### src/rtl/sio_pkg.sv
package sio_pkg;
   localparam int ADDR_W = 3;
   localparam int NPINS  = 3;

   localparam logic [ADDR_W-1:0] A_CTRL  = 3'd0;
   localparam logic [ADDR_W-1:0] A_STAT  = 3'd1;
   localparam logic [ADDR_W-1:0] A_DATA  = 3'd2;
   localparam logic [ADDR_W-1:0] A_GPD   = 3'd3;
   localparam logic [ADDR_W-1:0] A_GPDIR = 3'd4;

   localparam int B_EN   = 0;
   localparam int B_LSB  = 1;
   localparam int B_MST  = 2;
   localparam int B_CLR  = 3;
   localparam int B_IDLO = 4;
   localparam int B_RATE = 5;
   localparam int B_FLAG = 7;

   typedef struct packed {
      logic [1:0] rate;
      logic       idle_low;
      logic       mst;
      logic       lsb;
      logic       en;
   } ctrl_t;
endpackage

### src/rtl/sio_regs.sv
module sio_regs #(
   parameter int DW = 8
) (
   input  logic                       clk,
   input  logic                       rst_n,
   input  logic [sio_pkg::ADDR_W-1:0] addr,
   input  logic                       wr_en,
   input  logic [DW-1:0]              wr_data,
   output sio_pkg::ctrl_t             ctrl,
   output logic                       flag_clr,
   output logic                       data_wr,
   output logic [sio_pkg::NPINS-1:0]  gp_out,
   output logic [sio_pkg::NPINS-1:0]  gp_dir
);
   import sio_pkg::*;

   logic wr_ctrl;
   assign wr_ctrl  = wr_en && (addr == A_CTRL);
   assign flag_clr = wr_ctrl && wr_data[B_CLR];
   assign data_wr  = wr_en && (addr == A_DATA);

   always_ff @(posedge clk or negedge rst_n) begin
      if (!rst_n) begin
         ctrl   <= '0;
         gp_out <= '0;
         gp_dir <= '0;
      end else begin
         if (wr_ctrl) begin
            ctrl.en       <= wr_data[B_EN];
            ctrl.lsb      <= wr_data[B_LSB];
            ctrl.mst      <= wr_data[B_MST];
            ctrl.idle_low <= wr_data[B_IDLO];
            ctrl.rate     <= wr_data[B_RATE+1:B_RATE];
         end
         if (wr_en && addr == A_GPD)   gp_out <= wr_data[NPINS-1:0];
         if (wr_en && addr == A_GPDIR) gp_dir <= wr_data[NPINS-1:0];
      end
   end
endmodule

### src/rtl/sio_clkgen.sv
module sio_clkgen #(
   parameter int DIV_R0 = 32,
   parameter int DIV_R1 = 16,
   parameter int DIV_R2 = 4,
   parameter int DIV_R3 = 2
) (
   input  logic       clk,
   input  logic       rst_n,
   input  logic       start,
   input  logic       abort,
   input  logic       stop,
   input  logic [1:0] rate,
   input  logic       idle_low,
   output logic       busy,
   output logic       sample_tick,
   output logic       bound_tick,
   output logic       sck
);
   localparam int CNT_W = $clog2(DIV_R0);

   logic [CNT_W-1:0] cnt;
   logic [CNT_W:0]   div_sel;
   logic [CNT_W:0]   half;
   logic [CNT_W:0]   cnt_x;

   always_comb begin
      case (rate)
         2'd3:    div_sel = (CNT_W+1)'(DIV_R3);
         2'd2:    div_sel = (CNT_W+1)'(DIV_R2);
         2'd1:    div_sel = (CNT_W+1)'(DIV_R1);
         default: div_sel = (CNT_W+1)'(DIV_R0);
      endcase
   end

   assign half        = div_sel >> 1;
   assign cnt_x       = {1'b0, cnt};
   assign sample_tick = busy && (cnt_x == half - 1'b1);
   assign bound_tick  = busy && (cnt_x >= div_sel - 1'b1);
   assign sck         = busy ? (cnt_x >= half) : !idle_low;

   always_ff @(posedge clk or negedge rst_n) begin
      if (!rst_n) begin
         busy <= 1'b0;
         cnt  <= '0;
      end else if (abort) begin
         busy <= 1'b0;
         cnt  <= '0;
      end else if (start) begin
         busy <= 1'b1;
         cnt  <= '0;
      end else if (busy) begin
         if (bound_tick) begin
            cnt <= '0;
            if (stop) busy <= 1'b0;
         end else begin
            cnt <= cnt + 1'b1;
         end
      end
   end
endmodule

### src/rtl/sio_edge.sv
module sio_edge #(
   parameter int STAGES = 2
) (
   input  logic clk,
   input  logic rst_n,
   input  logic sck_pin,
   input  logic din_pin,
   output logic rise,
   output logic fall,
   output logic din_s
);
   logic [STAGES-1:0] sck_q;
   logic [STAGES-1:0] din_q;
   logic              sck_prev;

   for (genvar i = 0; i < STAGES; i++) begin : g_stage
      always_ff @(posedge clk or negedge rst_n) begin
         if (!rst_n) begin
            sck_q[i] <= 1'b0;
            din_q[i] <= 1'b0;
         end else if (i == 0) begin
            sck_q[i] <= sck_pin;
            din_q[i] <= din_pin;
         end else begin
            sck_q[i] <= sck_q[(i == 0) ? 0 : i-1];
            din_q[i] <= din_q[(i == 0) ? 0 : i-1];
         end
      end
   end

   always_ff @(posedge clk or negedge rst_n) begin
      if (!rst_n) sck_prev <= 1'b0;
      else        sck_prev <= sck_q[STAGES-1];
   end

   assign rise  = sck_q[STAGES-1] && !sck_prev;
   assign fall  = !sck_q[STAGES-1] && sck_prev;
   assign din_s = din_q[STAGES-1];
endmodule

### src/rtl/sio_shifter.sv
module sio_shifter #(
   parameter int DW = 8,
   localparam int CW = $clog2(DW+1)
) (
   input  logic          clk,
   input  logic          rst_n,
   input  logic          clear,
   input  logic          load,
   input  logic [DW-1:0] load_data,
   input  logic          lsb,
   input  logic          sample,
   input  logic          advance,
   input  logic          din,
   output logic [DW-1:0] shreg,
   output logic          tx_bit,
   output logic [CW-1:0] bit_cnt
);
   logic [DW-1:0] shifted;

   assign shifted = lsb ? {din, shreg[DW-1:1]} : {shreg[DW-2:0], din};

   always_ff @(posedge clk or negedge rst_n) begin
      if (!rst_n) begin
         shreg   <= '0;
         tx_bit  <= 1'b0;
         bit_cnt <= '0;
      end else begin
         if (load) begin
            shreg  <= load_data;
            tx_bit <= lsb ? load_data[0] : load_data[DW-1];
         end else begin
            if (sample)  shreg  <= shifted;
            if (advance) tx_bit <= lsb ? shreg[0] : shreg[DW-1];
         end
         if (clear || load) bit_cnt <= '0;
         else if (sample)   bit_cnt <= bit_cnt + 1'b1;
      end
   end
endmodule

### src/rtl/sio_port.sv
module sio_port #(
   parameter int DW          = 8,
   parameter int DIV_R0      = 32,
   parameter int DIV_R1      = 16,
   parameter int DIV_R2      = 4,
   parameter int DIV_R3      = 2,
   parameter int SYNC_STAGES = 2
) (
   input  logic          clk,
   input  logic          rst_n,
   input  logic [2:0]    bus_addr,
   input  logic          bus_wr,
   input  logic [DW-1:0] bus_wdata,
   output logic [DW-1:0] bus_rdata,
   input  logic [2:0]    pin_in,
   output logic [2:0]    pin_out,
   output logic [2:0]    pin_oe
);
   import sio_pkg::*;
   localparam int CW = $clog2(DW+1);

   if (DW < 8) begin : g_bad_dw
      $error("sio_port: DW must be at least 8");
   end
   if (DIV_R3 < 2 || (DIV_R3 % 2) != 0 || (DIV_R2 % 2) != 0 ||
       (DIV_R1 % 2) != 0 || (DIV_R0 % 2) != 0) begin : g_bad_div
      $error("sio_port: dividers must be even and at least 2");
   end
   if (!(DIV_R0 >= DIV_R1 && DIV_R1 >= DIV_R2 && DIV_R2 >= DIV_R3)) begin : g_bad_ord
      $error("sio_port: rate code 0 must be the slowest");
   end
   if (SYNC_STAGES < 2) begin : g_bad_sync
      $error("sio_port: at least two synchronizer stages");
   end

   ctrl_t         ctl;
   logic          flag_clr, data_wr;
   logic [2:0]    gp_out, gp_dir;
   logic          mst_prev, flag_q;
   logic          m_busy, m_sample, m_bound, m_sck;
   logic          s_rise, s_fall, s_din;
   logic [DW-1:0] shreg;
   logic          tx_bit;
   logic [CW-1:0] bit_cnt;
   logic          en_w, mst_w;
   logic          abort_any, abort_run, start, load;
   logic          sample, advance, done, din_sel;
   logic          cnt_full, cnt_zero, cnt_last;

   assign en_w  = ctl.en;
   assign mst_w = ctl.mst;

   sio_regs #(.DW(DW)) u_regs (
      .clk(clk), .rst_n(rst_n), .addr(bus_addr), .wr_en(bus_wr),
      .wr_data(bus_wdata), .ctrl(ctl), .flag_clr(flag_clr),
      .data_wr(data_wr), .gp_out(gp_out), .gp_dir(gp_dir)
   );

   always_ff @(posedge clk or negedge rst_n) begin
      if (!rst_n) mst_prev <= 1'b0;
      else        mst_prev <= ctl.mst;
   end

   assign cnt_full  = (bit_cnt == CW'(DW));
   assign cnt_last  = (bit_cnt == CW'(DW-1));
   assign cnt_zero  = (bit_cnt == '0);
   assign abort_any = !ctl.en || (ctl.mst != mst_prev);
   assign abort_run = !ctl.en || !ctl.mst;
   assign start     = data_wr && ctl.en && ctl.mst && !m_busy;
   assign load      = data_wr && (ctl.mst ? !m_busy : cnt_zero);

   sio_clkgen #(
      .DIV_R0(DIV_R0), .DIV_R1(DIV_R1), .DIV_R2(DIV_R2), .DIV_R3(DIV_R3)
   ) u_clk (
      .clk(clk), .rst_n(rst_n), .start(start), .abort(abort_run),
      .stop(cnt_full), .rate(ctl.rate), .idle_low(ctl.idle_low),
      .busy(m_busy), .sample_tick(m_sample), .bound_tick(m_bound),
      .sck(m_sck)
   );

   sio_edge #(.STAGES(SYNC_STAGES)) u_edge (
      .clk(clk), .rst_n(rst_n), .sck_pin(pin_in[2]), .din_pin(pin_in[1]),
      .rise(s_rise), .fall(s_fall), .din_s(s_din)
   );

   always_comb begin
      if (ctl.mst) begin
         sample  = m_sample && ctl.en;
         advance = m_bound && ctl.en && !cnt_full;
         done    = m_bound && ctl.en && cnt_full;
         din_sel = pin_in[1];
      end else begin
         sample  = s_rise && ctl.en;
         advance = s_fall && ctl.en && !cnt_zero;
         done    = s_rise && ctl.en && cnt_last;
         din_sel = s_din;
      end
   end

   sio_shifter #(.DW(DW)) u_shift (
      .clk(clk), .rst_n(rst_n), .clear(abort_any || done), .load(load),
      .load_data(bus_wdata), .lsb(ctl.lsb), .sample(sample),
      .advance(advance), .din(din_sel), .shreg(shreg), .tx_bit(tx_bit),
      .bit_cnt(bit_cnt)
   );

   always_ff @(posedge clk or negedge rst_n) begin
      if (!rst_n)        flag_q <= 1'b0;
      else if (done)     flag_q <= 1'b1;
      else if (flag_clr) flag_q <= 1'b0;
   end

   always_comb begin
      if (ctl.en) begin
         pin_out = {m_sck, 1'b0, tx_bit};
         pin_oe  = {ctl.mst, 1'b0, 1'b1};
      end else begin
         pin_out = gp_out;
         pin_oe  = gp_dir;
      end
   end

   always_comb begin
      case (bus_addr)
         A_CTRL:  bus_rdata = DW'({1'b0, ctl.rate, ctl.idle_low, 1'b0,
                                   ctl.mst, ctl.lsb, ctl.en});
         A_STAT:  bus_rdata = DW'({flag_q, 7'd0});
         A_DATA:  bus_rdata = shreg;
         A_GPD:   bus_rdata = DW'(pin_in);
         A_GPDIR: bus_rdata = DW'(gp_dir);
         default: bus_rdata = '0;
      endcase
   end
endmodule

### config.mk
export PLATFORM = sky130hd
export DESIGN_NAME = sio_port
export DESIGN_NICKNAME = d
export VERILOG_FILES = /design/src/rtl/sio_pkg.sv /design/src/rtl/sio_regs.sv /design/src/rtl/sio_clkgen.sv /design/src/rtl/sio_edge.sv /design/src/rtl/sio_shifter.sv /design/src/rtl/sio_port.sv
export SDC_FILE = /design/constraint.sdc
export NUM_CORES = 1
export LEC_CHECK = 0
export ABC_AREA = 1
export BUFFER_PORTS_ARGS = -buffer_cell sky130_fd_sc_hd__buf_2
export CAP_MARGIN = 0
export CORE_ASPECT_RATIO = 0.9
export CORE_MARGIN = 2
export CORE_UTILIZATION = 25
export DETAILED_ROUTE_END_ITERATION = 8
export PLACE_DENSITY = 0.38
export SYNTH_ARGS = -nofsm -noshare
export SYNTH_HDL_FRONTEND = slang
export SYNTH_SLANG_ARGS = --single-unit
### constraint.sdc
create_clock -name clk -period 5.1 [get_ports clk]
set_input_delay 0.765 -clock clk [delete_from_list [all_inputs] [get_ports clk]]
set_output_delay 0.765 -clock clk [all_outputs]
set_load 0.01 [all_outputs]
==> results.md <==
- Gr ovfl total: 0
- Hold slack: 0.353 ns
- Diode count: 0
- Crit path largest cell delay: approximately 0.47 ns
- Distinct cell type count after synthesis: 32
- Synth top area share: 0.393
- Final setup violation count: 0
- Status: finished clean
- Critical Path Most Common Cell: nand2_1
- Sw frac: 0.372
- Post-Synth XOR/XNOR Area: 0.0145
- Hold Path Class: reg2reg
- Gate power share: 0.285
- Slowest CP cell: dfrtp_1
- CP arrival: 1.94 ns
- Max Transition Viols Final: 0
- # DRC: 0
- Slew @ Worst Pin: 0.943 ns
- Syn_nets: approximately 360
- Synth-to-layout area growth: 14.5%
- Max-Cap Viols: 0
- Post-place setup slack: 2.56 ns
- Detail Route Antenna Nets: 0
- GRT Total Usage: 0.135
- Post-synth ARST share: 1.00
- P_leak: 1.44 nW
- Post-synthesis mux area share: 0
- Cell count after synthesis: approximately 330
- RD Place Congestion: ~0.83
- Worst VDD drop: 0.000132 V
- Final instance area: 2770 um^2
- Routed wire length per instance: 13.4 um
- Number of synthesized flops with an enable pin: 0
- Flop and latch count out of synthesis: 38
- Total wire length: between 6 and 7 mm
- Predominant post-synthesis flop cell: dfrtp_1
- Via count: ~2.1k
- Worst-path clk slew: around 0.090 ns
- Period utilisation layout: 0.530
- Clock Latency Late Sink: 0.30 ns
- Simple-gate share of the synthesized area: 0.298
- Root Driver: clkbuf_8
- Area contributors post-synth: dfrtp_1, nand2_1, inv_1
- Fmax: 370 MHz
- PostCTS Resize Cnt: 0
- Port Buffers: 30
- Worst path buffer plus inverter count: 3
- Setup crit end kind: output port
- Largest family of logic cells by synthesized area: simple AND/OR/NAND/NOR gates
- Final std cells w/o fill: roughly 490
- Die area: 10500 um^2
- Setup crit start kind: flop
- Crit-path cells: nand2_1, inv_1, ha_1, inv_1, nand2_1, nand2_1, a21boi_0, o21ai_0, nand2_1, nand2_1, nand2_1, buf_2
- DR vias/cell: 4.33
- Detailed router's first-iteration violation count: 103
- Placed inst area: 2680 um^2
- Initial antenna violation count: 0
- Chip width: 108 um
- Pwr Density: 321 nW/um^2
- Core area: 9530 um^2
- Total negative slack: 0 ns
- Starting Density: 0.254
- Psw: 331 uW
- Synth warnings: 0
- Power, Total: 891 uW
- Crit path max-delay family: flip-flops
- Max H-tree Level: 2
- CTS sink cnt: 38
- 1st-pass router iterations: 4
- Placed cells: approximately 480
- First-pass GRT wire length: 10.9 mm
- Post-layout worst setup margin: 2.40 ns
- FP Rows: 34
- Largest net degree at the start of global routing: 39
- Data required, critical path: 4.34 ns
- Final nets: 386
- Cell Int Power: 559 uW
- Buffer levels on the longest clock path: 2
- Synth area leader: dfrtp_1
- CTS tree: yes
- Fin. Hold Viols: 0
- Post-synthesis sequential area ratio: 0.393
- Skew final: 0.00843 ns
- Worst Setup Path Type: reg2out
- RSZ-0062 raised after global routing: no
- Final Core Density: 0.291
- Max Fanout on Critical Path: 7
- Clock power share: 0.254
- CTS buffer count: 5
- I/O Pins: 31
- Most common cell in the netlist: nand2_1
- Min Tclk post-route: 2.70 ns
- Postcts setup bufs: 0
- Vias in the first global route: 2099
- Max_slew headroom: 0.372
- Dpl hpwl: roughly 5 mm
- Flop pwr share: 0.461
- Commonest cells in the netlist: nand2_1, inv_1, dfrtp_1
- Cts hold-fix bufs: 0
- Mean Syn Cell Area: 7.40 um^2
- Chip height: between 90 and 100 um
- Fraction of layout cells with a size suffix above 1: 0.162
- Compound-Gate Fraction of Synth Area: 0.133
- Cell Area, Synth: roughly 2400 um^2
- Post-synthesis adder-cell area fraction: 0.0568
[sequential cells by signal, summed over array words and instances, names as in the netlist]
signal / count
u_clk.cnt: 5
u_edge.din_s: 1
u_edge.din_q: 1
flag_q: 1
u_shift.tx_bit: 1
u_clk.busy: 1
u_edge.sck_prev: 1
u_regs.gp_out: 3
u_shift.shreg: 8
u_regs.ctrl: 6
u_shift.bit_cnt: 4
u_edge.sck_q: 2
mst_prev: 1
u_regs.gp_dir: 3
[cells by family (layout without fill, tap and decap cells)]
| family | after synthesis | after routing |
|---|---|---|
| AO/OA/AOI/OAI | 58 | 58 |
| XOR/XNOR | 4 | 4 |
| buffers and inverters | 59 | 91 |
| adder cells (fa/ha/maj) | 11 | 11 |
| flip-flops | 38 | 38 |
| AND/OR/NAND/NOR | 157 | 157 |
[routing by layer]
layer	share of wire	wire [um]	global-route usage
met5	0	0	0
met1	0.53	3420	0.198
met4	0.015	99	0.0444
met3	0.038	249	0.0282
met2	0.42	2720	0.195
[worst reg2reg max path: cells and delay by family, from the launching register on]
kind	cells	cell delay (ns)
DFF	1	0.47
AOI/OAI and AO/OA	1	0.13
buffers and inverters	3	0.27
adders and majority gates	1	0.33
and+or+nand+nor	5	0.73
[layout by cell type (no fill, tap or decap), types with 2 or more instances in the layout]
master | netlist | layout
nor2_4 | 2 | 2
o21ai_1 | 14 | 14
nand3_4 | 3 | 3
nand4_1 | 3 | 3
o21ai_2 | 2 | 2
o21ai_0 | 31 | 31
a21oi_1 | 5 | 5
nand3_1 | 19 | 19
nor3_1 | 2 | 2
nand2_1 | 105 | 105
inv_1 | 47 | 47
clkbuf_8 | 0 | 6
nand2_2 | 2 | 2
inv_2 | 4 | 4
dfrtp_1 | 38 | 38
nor2_1 | 15 | 15
nand2_4 | 2 | 2
nand3_2 | 2 | 2
o22ai_1 | 3 | 3
ha_1 | 11 | 11
buf_2 | 2 | 30
xor2_1 | 4 | 4
[worst paths after layout]
| kind | slack (ns) | endpoint | cells after the start | start |
|---|---|---|---|---|
| setup / recovery | 2.40 | pin_out[2] | 12 | u_regs.ctrl[5]$_DFFE_PN0P_ |
| hold / removal | 0.35 | u_edge.sck_q[1]$_DFF_PN0_ | 0 | u_edge.sck_q[0]$_DFF_PN0_ |
| setup reg to reg | 3.11 | u_clk.cnt[0]$_DFFE_PN0P_ | 10 | u_regs.ctrl[5]$_DFFE_PN0P_ |
| hold reg to reg | 0.35 | u_edge.sck_q[1]$_DFF_PN0_ | 0 | u_edge.sck_q[0]$_DFF_PN0_ |
| max in group asynchronous | 3.91 | u_regs.ctrl[3]$_DFFE_PN0P_ | 1 | rst_n |
| min in group asynchronous | 0.61 | u_shift.bit_cnt[0]$_DFFE_PN0P_ | 1 | rst_n |
[final cells by class]
class	instances	area (um^2)
clock inverter	2	12.5
inverter	53	201
multi-input combinational	230	1220
fill	1074	6760
clock buffer	6	82.6
timing repair buffer	30	150
sequential	38	951
tap	126	158
[power groups by stage]
stage	registers, mW	logic (mW)	clock network (mW)
floorplan	0.393	0.192	0
global placement	0.418	0.260	0
detailed placement	0.417	0.257	0
CTS	0.410	0.259	0.236
global route	0.420	0.296	0.254
finish	0.410	0.254	0.227
Note: power is estimated with default switching activity, not from simulation.
